### src/rtl/pmc_pkg.sv
package pmc_pkg;
  typedef enum logic [1:0] {
    RG_DRAM = 2'd0,
    RG_CART = 2'd1,
    RG_BOOT = 2'd2,
    RG_PERI = 2'd3
  } region_e;

  localparam int COST_W = 5;
endpackage

### src/rtl/pmc_rst_sync.sv
module pmc_rst_sync (
  input  logic clk,
  input  logic rst_n,
  output logic rst_n_sync
);
  logic [1:0] sync_q;

  always_ff @(posedge clk or negedge rst_n) begin
    if (!rst_n) sync_q <= 2'b00;
    else        sync_q <= {sync_q[0], 1'b1};
  end

  assign rst_n_sync = sync_q[1];
endmodule

### src/rtl/pmc_cfg_reg.sv
module pmc_cfg_reg #(
  parameter int CFG_W     = 16,
  parameter int REMAP_BIT = 0,
  parameter int WS_LSB    = 3
) (
  input  logic             clk,
  input  logic             rst_n,
  input  logic             cfg_we,
  input  logic [CFG_W-1:0] cfg_wdata,
  output logic             remap_hi,
  output logic             cfg_seen,
  output logic [3:0]       cart_cyc
);
  logic       remap_q, remap_d;
  logic [1:0] ws_q, ws_d;
  logic       seen_q, seen_d;

  always_comb begin
    remap_d = remap_q;
    ws_d    = ws_q;
    seen_d  = seen_q;
    if (cfg_we) begin
      remap_d = cfg_wdata[REMAP_BIT];
      ws_d    = cfg_wdata[WS_LSB +: 2];
      seen_d  = 1'b1;
    end
  end

  always_ff @(posedge clk or negedge rst_n) begin
    if (!rst_n) begin
      remap_q <= 1'b0;
      ws_q    <= 2'd0;
      seen_q  <= 1'b0;
    end else if (cfg_we) begin
      remap_q <= remap_d;
      ws_q    <= ws_d;
      seen_q  <= seen_d;
    end
  end

  always_comb begin
    unique case (ws_q)
      2'd0:    cart_cyc = 4'd10;
      2'd1:    cart_cyc = 4'd8;
      2'd2:    cart_cyc = 4'd6;
      default: cart_cyc = 4'd5;
    endcase
  end

  assign remap_hi = remap_q;
  assign cfg_seen = seen_q;
endmodule

### src/rtl/pmc_decode.sv
module pmc_decode
  import pmc_pkg::*;
#(
  parameter int          ADDR_W  = 24,
  parameter int          DRAM_AW = 21,
  parameter int          CART_AW = 22,
  parameter int          BOOT_AW = 17,
  parameter int unsigned MAP_LO  = 32'h200000,
  parameter int unsigned MAP_MID = 32'h800000,
  parameter int unsigned MAP_HI  = 32'hE00000,
  parameter int unsigned INT_LO  = 32'h100000,
  parameter int unsigned INT_HI  = 32'h120000,
  parameter int unsigned LIVE_LO = 32'h100000,
  parameter int unsigned LIVE_HI = 32'h118000
) (
  input  logic [ADDR_W-1:0] addr,
  input  logic              we,
  input  logic              remap_hi,
  input  logic              cfg_seen,
  input  logic [3:0]        cart_cyc,
  output region_e           region,
  output logic [ADDR_W-1:0] offset,
  output logic              fwd,
  output logic              unmapped,
  output logic [COST_W-1:0] cost
);
  localparam logic [ADDR_W-1:0] LO_A   = ADDR_W'(MAP_LO);
  localparam logic [ADDR_W-1:0] MID_A  = ADDR_W'(MAP_MID);
  localparam logic [ADDR_W-1:0] HI_A   = ADDR_W'(MAP_HI);
  localparam logic [ADDR_W-1:0] ILO_A  = ADDR_W'(INT_LO);
  localparam logic [ADDR_W-1:0] IHI_A  = ADDR_W'(INT_HI);
  localparam logic [ADDR_W-1:0] LLO_A  = ADDR_W'(LIVE_LO);
  localparam logic [ADDR_W-1:0] LHI_A  = ADDR_W'(LIVE_HI);
  localparam logic [ADDR_W-1:0] DRAM_M = {{(ADDR_W-DRAM_AW){1'b0}}, {DRAM_AW{1'b1}}};
  localparam logic [ADDR_W-1:0] CART_M = {{(ADDR_W-CART_AW){1'b0}}, {CART_AW{1'b1}}};
  localparam logic [ADDR_W-1:0] BOOT_M = {{(ADDR_W-BOOT_AW){1'b0}}, {BOOT_AW{1'b1}}};

  logic to_int;

  always_comb begin
    to_int   = 1'b0;
    region   = RG_BOOT;
    unmapped = 1'b0;
    if (!cfg_seen) begin
      to_int = 1'b1;
    end else if (remap_hi) begin
      if (addr < MID_A)     region = RG_DRAM;
      else if (addr < HI_A) region = RG_CART;
      else                  to_int = 1'b1;
    end else begin
      if (addr > MID_A)     region = RG_DRAM;
      else if (addr > LO_A) region = RG_CART;
      else                  to_int = 1'b1;
    end
    if (to_int) begin
      if (addr < ILO_A || addr >= IHI_A) begin
        region = RG_BOOT;
      end else begin
        region   = RG_PERI;
        unmapped = !(addr >= LLO_A && addr < LHI_A);
      end
    end
  end

  always_comb begin
    unique case (region)
      RG_DRAM: offset = addr & DRAM_M;
      RG_CART: offset = addr & CART_M;
      RG_BOOT: offset = addr & BOOT_M;
      default: offset = addr;
    endcase
  end

  assign fwd  = !unmapped && !(region == RG_BOOT && we);
  assign cost = (region == RG_CART) ? {cart_cyc, 1'b0} : COST_W'(2);
endmodule

### src/rtl/pmc_resp.sv
module pmc_resp
  import pmc_pkg::*;
#(
  parameter int DATA_W = 64
) (
  input  logic              clk,
  input  logic              rst_n,
  input  logic              accept,
  input  logic [COST_W-1:0] load_cost,
  input  logic [DATA_W-1:0] load_data,
  output logic              busy,
  output logic              rsp_valid,
  output logic [DATA_W-1:0] rsp_rdata,
  output logic [COST_W-1:0] rsp_cost
);
  logic              busy_q, busy_d;
  logic [COST_W-1:0] cnt_q, cnt_d;
  logic [COST_W-1:0] cost_q, cost_d;
  logic [DATA_W-1:0] data_q, data_d;
  logic              upd_en;

  assign upd_en = accept | busy_q;

  always_comb begin
    busy_d = busy_q;
    cnt_d  = cnt_q;
    cost_d = cost_q;
    data_d = data_q;
    if (accept) begin
      busy_d = 1'b1;
      cnt_d  = load_cost - COST_W'(1);
      cost_d = load_cost;
      data_d = load_data;
    end else if (busy_q) begin
      if (cnt_q == '0) busy_d = 1'b0;
      else             cnt_d  = cnt_q - COST_W'(1);
    end
  end

  always_ff @(posedge clk or negedge rst_n) begin
    if (!rst_n) begin
      busy_q <= 1'b0;
      cnt_q  <= '0;
      cost_q <= '0;
      data_q <= '0;
    end else if (upd_en) begin
      busy_q <= busy_d;
      cnt_q  <= cnt_d;
      cost_q <= cost_d;
      data_q <= data_d;
    end
  end

  assign busy      = busy_q;
  assign rsp_valid = busy_q && (cnt_q == '0);
  assign rsp_rdata = data_q;
  assign rsp_cost  = cost_q;
endmodule

### src/rtl/phrase_mem_ctrl.sv
module phrase_mem_ctrl
  import pmc_pkg::*;
#(
  parameter int ADDR_W  = 24,
  parameter int DATA_W  = 64,
  parameter int CFG_W   = 16,
  parameter int DRAM_AW = 21,
  parameter int CART_AW = 22,
  parameter int BOOT_AW = 17
) (
  input  logic              clk,
  input  logic              rst_n,
  input  logic              req_valid,
  output logic              req_ready,
  input  logic [ADDR_W-1:0] req_addr,
  input  logic              req_we,
  input  logic [DATA_W-1:0] req_wdata,
  output logic              rsp_valid,
  output logic [DATA_W-1:0] rsp_rdata,
  output logic [COST_W-1:0] rsp_cost,
  input  logic              cfg_we,
  input  logic [CFG_W-1:0]  cfg_wdata,
  output logic              be_valid,
  output logic [1:0]        be_region,
  output logic [ADDR_W-1:0] be_offset,
  output logic              be_we,
  output logic [DATA_W-1:0] be_wdata,
  input  logic [DATA_W-1:0] be_rdata
);
  localparam int ALIGN_W = $clog2(DATA_W / 8);

  logic              rst_n_i;
  logic              remap_hi, cfg_seen;
  logic [3:0]        cart_cyc;
  logic [ADDR_W-1:0] addr_al;
  region_e           region;
  logic              fwd, unmapped, busy, accept;
  logic [COST_W-1:0] cost;
  logic [DATA_W-1:0] load_data;
  logic              unused_ok;

  pmc_rst_sync u_rst (.clk(clk), .rst_n(rst_n), .rst_n_sync(rst_n_i));

  pmc_cfg_reg #(.CFG_W(CFG_W)) u_cfg (
    .clk(clk), .rst_n(rst_n_i), .cfg_we(cfg_we), .cfg_wdata(cfg_wdata),
    .remap_hi(remap_hi), .cfg_seen(cfg_seen), .cart_cyc(cart_cyc)
  );

  assign addr_al = {req_addr[ADDR_W-1:ALIGN_W], {ALIGN_W{1'b0}}};

  pmc_decode #(
    .ADDR_W(ADDR_W), .DRAM_AW(DRAM_AW), .CART_AW(CART_AW), .BOOT_AW(BOOT_AW)
  ) u_dec (
    .addr(addr_al), .we(req_we), .remap_hi(remap_hi), .cfg_seen(cfg_seen),
    .cart_cyc(cart_cyc), .region(region), .offset(be_offset), .fwd(fwd),
    .unmapped(unmapped), .cost(cost)
  );

  assign req_ready = !busy;
  assign accept    = req_valid && req_ready;
  assign be_valid  = accept && fwd;
  assign be_region = region;
  assign be_we     = req_we;
  assign be_wdata  = req_wdata;

  always_comb begin
    if (req_we)        load_data = '0;
    else if (unmapped) load_data = '1;
    else               load_data = be_rdata;
  end

  pmc_resp #(.DATA_W(DATA_W)) u_resp (
    .clk(clk), .rst_n(rst_n_i), .accept(accept), .load_cost(cost),
    .load_data(load_data), .busy(busy), .rsp_valid(rsp_valid),
    .rsp_rdata(rsp_rdata), .rsp_cost(rsp_cost)
  );

  assign unused_ok = &{1'b0, req_addr[ALIGN_W-1:0]};
endmodule

### config.mk
export PLATFORM = sky130hd
export DESIGN_NAME = phrase_mem_ctrl
export DESIGN_NICKNAME = d
export VERILOG_FILES = /design/src/rtl/pmc_pkg.sv /design/src/rtl/pmc_rst_sync.sv /design/src/rtl/pmc_cfg_reg.sv /design/src/rtl/pmc_decode.sv /design/src/rtl/pmc_resp.sv /design/src/rtl/phrase_mem_ctrl.sv
export SDC_FILE = /design/constraint.sdc
export NUM_CORES = 1
export LEC_CHECK = 0
export CAP_MARGIN = 25
export CORE_AREA = 2 2 130 132
export CTS_CLUSTER_SIZE = 14
export DETAILED_ROUTE_END_ITERATION = 7
export DIE_AREA = 0 0 132 134
export PLACE_DENSITY_LB_ADDON = 0.2
export SKIP_CTS_REPAIR_TIMING = 1
export SYNTH_ARGS = -nofsm -noshare
export SYNTH_HDL_FRONTEND = slang
export SYNTH_SLANG_ARGS = --single-unit
### constraint.sdc
create_clock -name clk -period 3.6 [get_ports clk]
set_input_delay 0.36 -clock clk [delete_from_list [all_inputs] [get_ports clk]]
set_output_delay 0.36 -clock clk [all_outputs]
set_load 0.01 [all_outputs]
==> metrics <==
status completed; GRT Overall Usage 16.4%; CP endpoint kind output pin; IO Pins 336; worst path required time 3.24 ns; Iter 0 DRT Violations 142; crit path kind in -> out; CTS Sinks 80; Synth Warn # 0; FFs w/ async S/R, synth 100%; pwr dens 630 nW/um^2; Worst Skew 0.00476 ns; max_cap viols 0; initial antenna violation count 0; Worst Path Arrival 2.73 ns; Port-buffer cells 185; share of cells above drive strength 1 6.54%; slew margin rel. 52.1%; Max Root-Sink Buffers 2; drt drc 0; H-Tree Depth 3; post-synth cell types 48; CP Launch Type primary input; Area Growth Syn to Fin 39.8%; post-DP HPWL 10700 um; cell taking the most area after synthesis dfrtp_1; Mean Syn Cell Area 9.17 um^2; Die ar. 17700 um^2; largest cells by area after synthesis dfrtp_1, buf_4, nor3b_1, a21oi_1, nand2_1; Tightest Hold Check Type in -> async; Site Rows 47; average wire per standard cell 18.5 um; drt pass-1 iters 4; core area 16300 um^2; clock slew at reported path FFs 0.06 ns; synthesized cell area 4430 um^2; routability cong. 0.884; CTS tree yes; drt total wl 14800 um; Tcrit/Tclk final 85.9%; Worst Tran Pin Value 0.718 ns; Detail Route Antenna Nets 0; Synth Register Bits 80; unrepaired setup endpoints after global routing false; worst skew pair latency 0.34 ns; count of pins over their slew limit 0; Synth top area share 45.2%; LEAKAGE 2.72 nW; Ant. Diodes 0; vias per cell 4.60; CTS root buffer clkbuf_16; chip height 134 um; TritonCTS buffer count 9; EDFF count, synth 0; setup_tns 0 ns; first-pass GRT wire length 22600 um; initial core utilization 27.2%; via count 3683; Final Hold Fails 0; critical path peak fanout 9; most common flop cell mapped by yosys dfrtp_1; VDD IR-drop max 0.000294 V; Post-Syn Instances 483; Seq/Total Area, Yosys 45.2%; die width 132 um; WHS 0.174 ns; largest net degree at the start of global routing 113; final setup violation count 0; GRT overflow 0; post-route minimum period 3.09 ns; number of global-route vias before repair 3772; Total Nets Final 750; Max Clk Rate 323 MHz
per-layer routing:
| metal | up-vias | global-route usage, % | wire length, um | share of wire [%] |
|---|---|---|---|---|
| met5 | - | 0 | 0 | 0 |
| met4 | 0 | 6.10 | 253 | 1.7 |
| met3 | 14 | 9.90 | 2080 | 14 |
| met2 | 205 | 26.9 | 7070 | 48 |
| met1 | 1725 | 17.3 | 5420 | 37 |
| li1 | 1739 | - | - | - |
flip-flops by register name, summed over array words and instances (netlist names):
name,count
u_resp.rsp_cost,4
u_cfg.ws_q,2
u_resp.cnt_q,5
u_cfg.cfg_seen,1
u_rst.sync_q,2
u_resp.busy,1
u_resp.rsp_rdata,64
u_cfg.remap_hi,1
worst paths after layout:
check,from,to,slack [ns],depth (start not counted)
min in group clk,u_rst.sync_q[0],u_rst.sync_q[1],0.35,0
max reg2reg,u_cfg.cfg_seen,u_resp.cnt_q[2],0.98,10
min,rst_n,u_rst.sync_q[1],0.17,1
min reg2reg,u_rst.sync_q[1],u_resp.rsp_rdata[47],0.21,0
max,req_addr[6],be_region[0],0.51,8
max in group asynchronous,u_rst.sync_q[1],u_resp.rsp_rdata[9],2.78,1
synthesized netlist by cell type (all sizes together), types with 2 or more instances:
cell,count
nand4,3
dfrtp,80
and2,2
nor2b,3
or4,3
nor2,13
inv,5
nor3,4
nor3b,65
a22oi,2
a31oi,2
or2,2
o21ai,3
nand2,78
clkbuf,17
conb,2
buf,97
o31ai,5
a21oi,71
and3,3
mux2,6
nand3,2
kinds of logic after synthesis:
logic type	Yosys count	synth area share (%)
other	2	0.170
AND/OR/NAND/NOR	182	23.0
AO/OA/AOI/OAI	92	11.9
multiplexers	7	1.75
adder cells (fa/ha/maj)	1	0.283
flip-flops	80	45.2
buffers and inverters	119	17.6
through the flow:
step                util [%]  area (um^2)  setup WS [ns]  total power, mW  cells
floorplan                  -         4450          0.927             2.22    488
global placement        36.0         5870          0.479             2.97    784
global route            38.0         6190          0.389             4.18    801
detailed placement      36.2         5900          0.417             3.00    785
finish                  38.0         6190          0.507             3.90    801
CTS                     38.0         6190          0.475             3.95    801
power breakdown:
part	total [mW]	switching (mW)	internal [mW]
clock network	0.925	0.369	0.556
logic	1.57	0.711	0.861
registers	1.41	0.206	1.20
total	3.90	1.29	2.62
layout make-up:
cell class / instances / area [um^2]
Inverter: 5 / 18.8
Clock buffer: 13 / 250
Sequential cell: 80 / 2010
Tap cell: 220 / 275
Timing Repair Buffer: 191 / 1920
Multi-Input combinational cell: 289 / 1670
Fill cell: 1636 / 10100
Clock inverter: 3 / 42.5
critical path: stages:
cell and delay [ns]:
clkdlybuf4s50_1 0.42, or4_4 0.57, or2_0 0.25, a22oi_2 0.20, and2_1 0.18, buf_4 0.20
nand2_1 0.07, clkdlybuf4s50_1 0.48
placed cells by master, fill, tap and decap left out, drive strengths merged, types with 2 or more instances in the layout:
cell           instances
or4                    3
nor2                  13
clkdlybuf4s50        184
a31oi                  2
o21ai                  3
dfrtp                 80
nand3                  2
nand2                 78
clkbuf                13
and3                   3
nor3b                 65
nor3                   4
mux2                   6
a21oi                 71
and2                   2
a22oi                  2
inv                    5
nand4                  3
o31ai                  5
buf                    7
conb                   7
or2                    2
nor2b                  3
No activity file was read; power rests on OpenSTA's default activity.
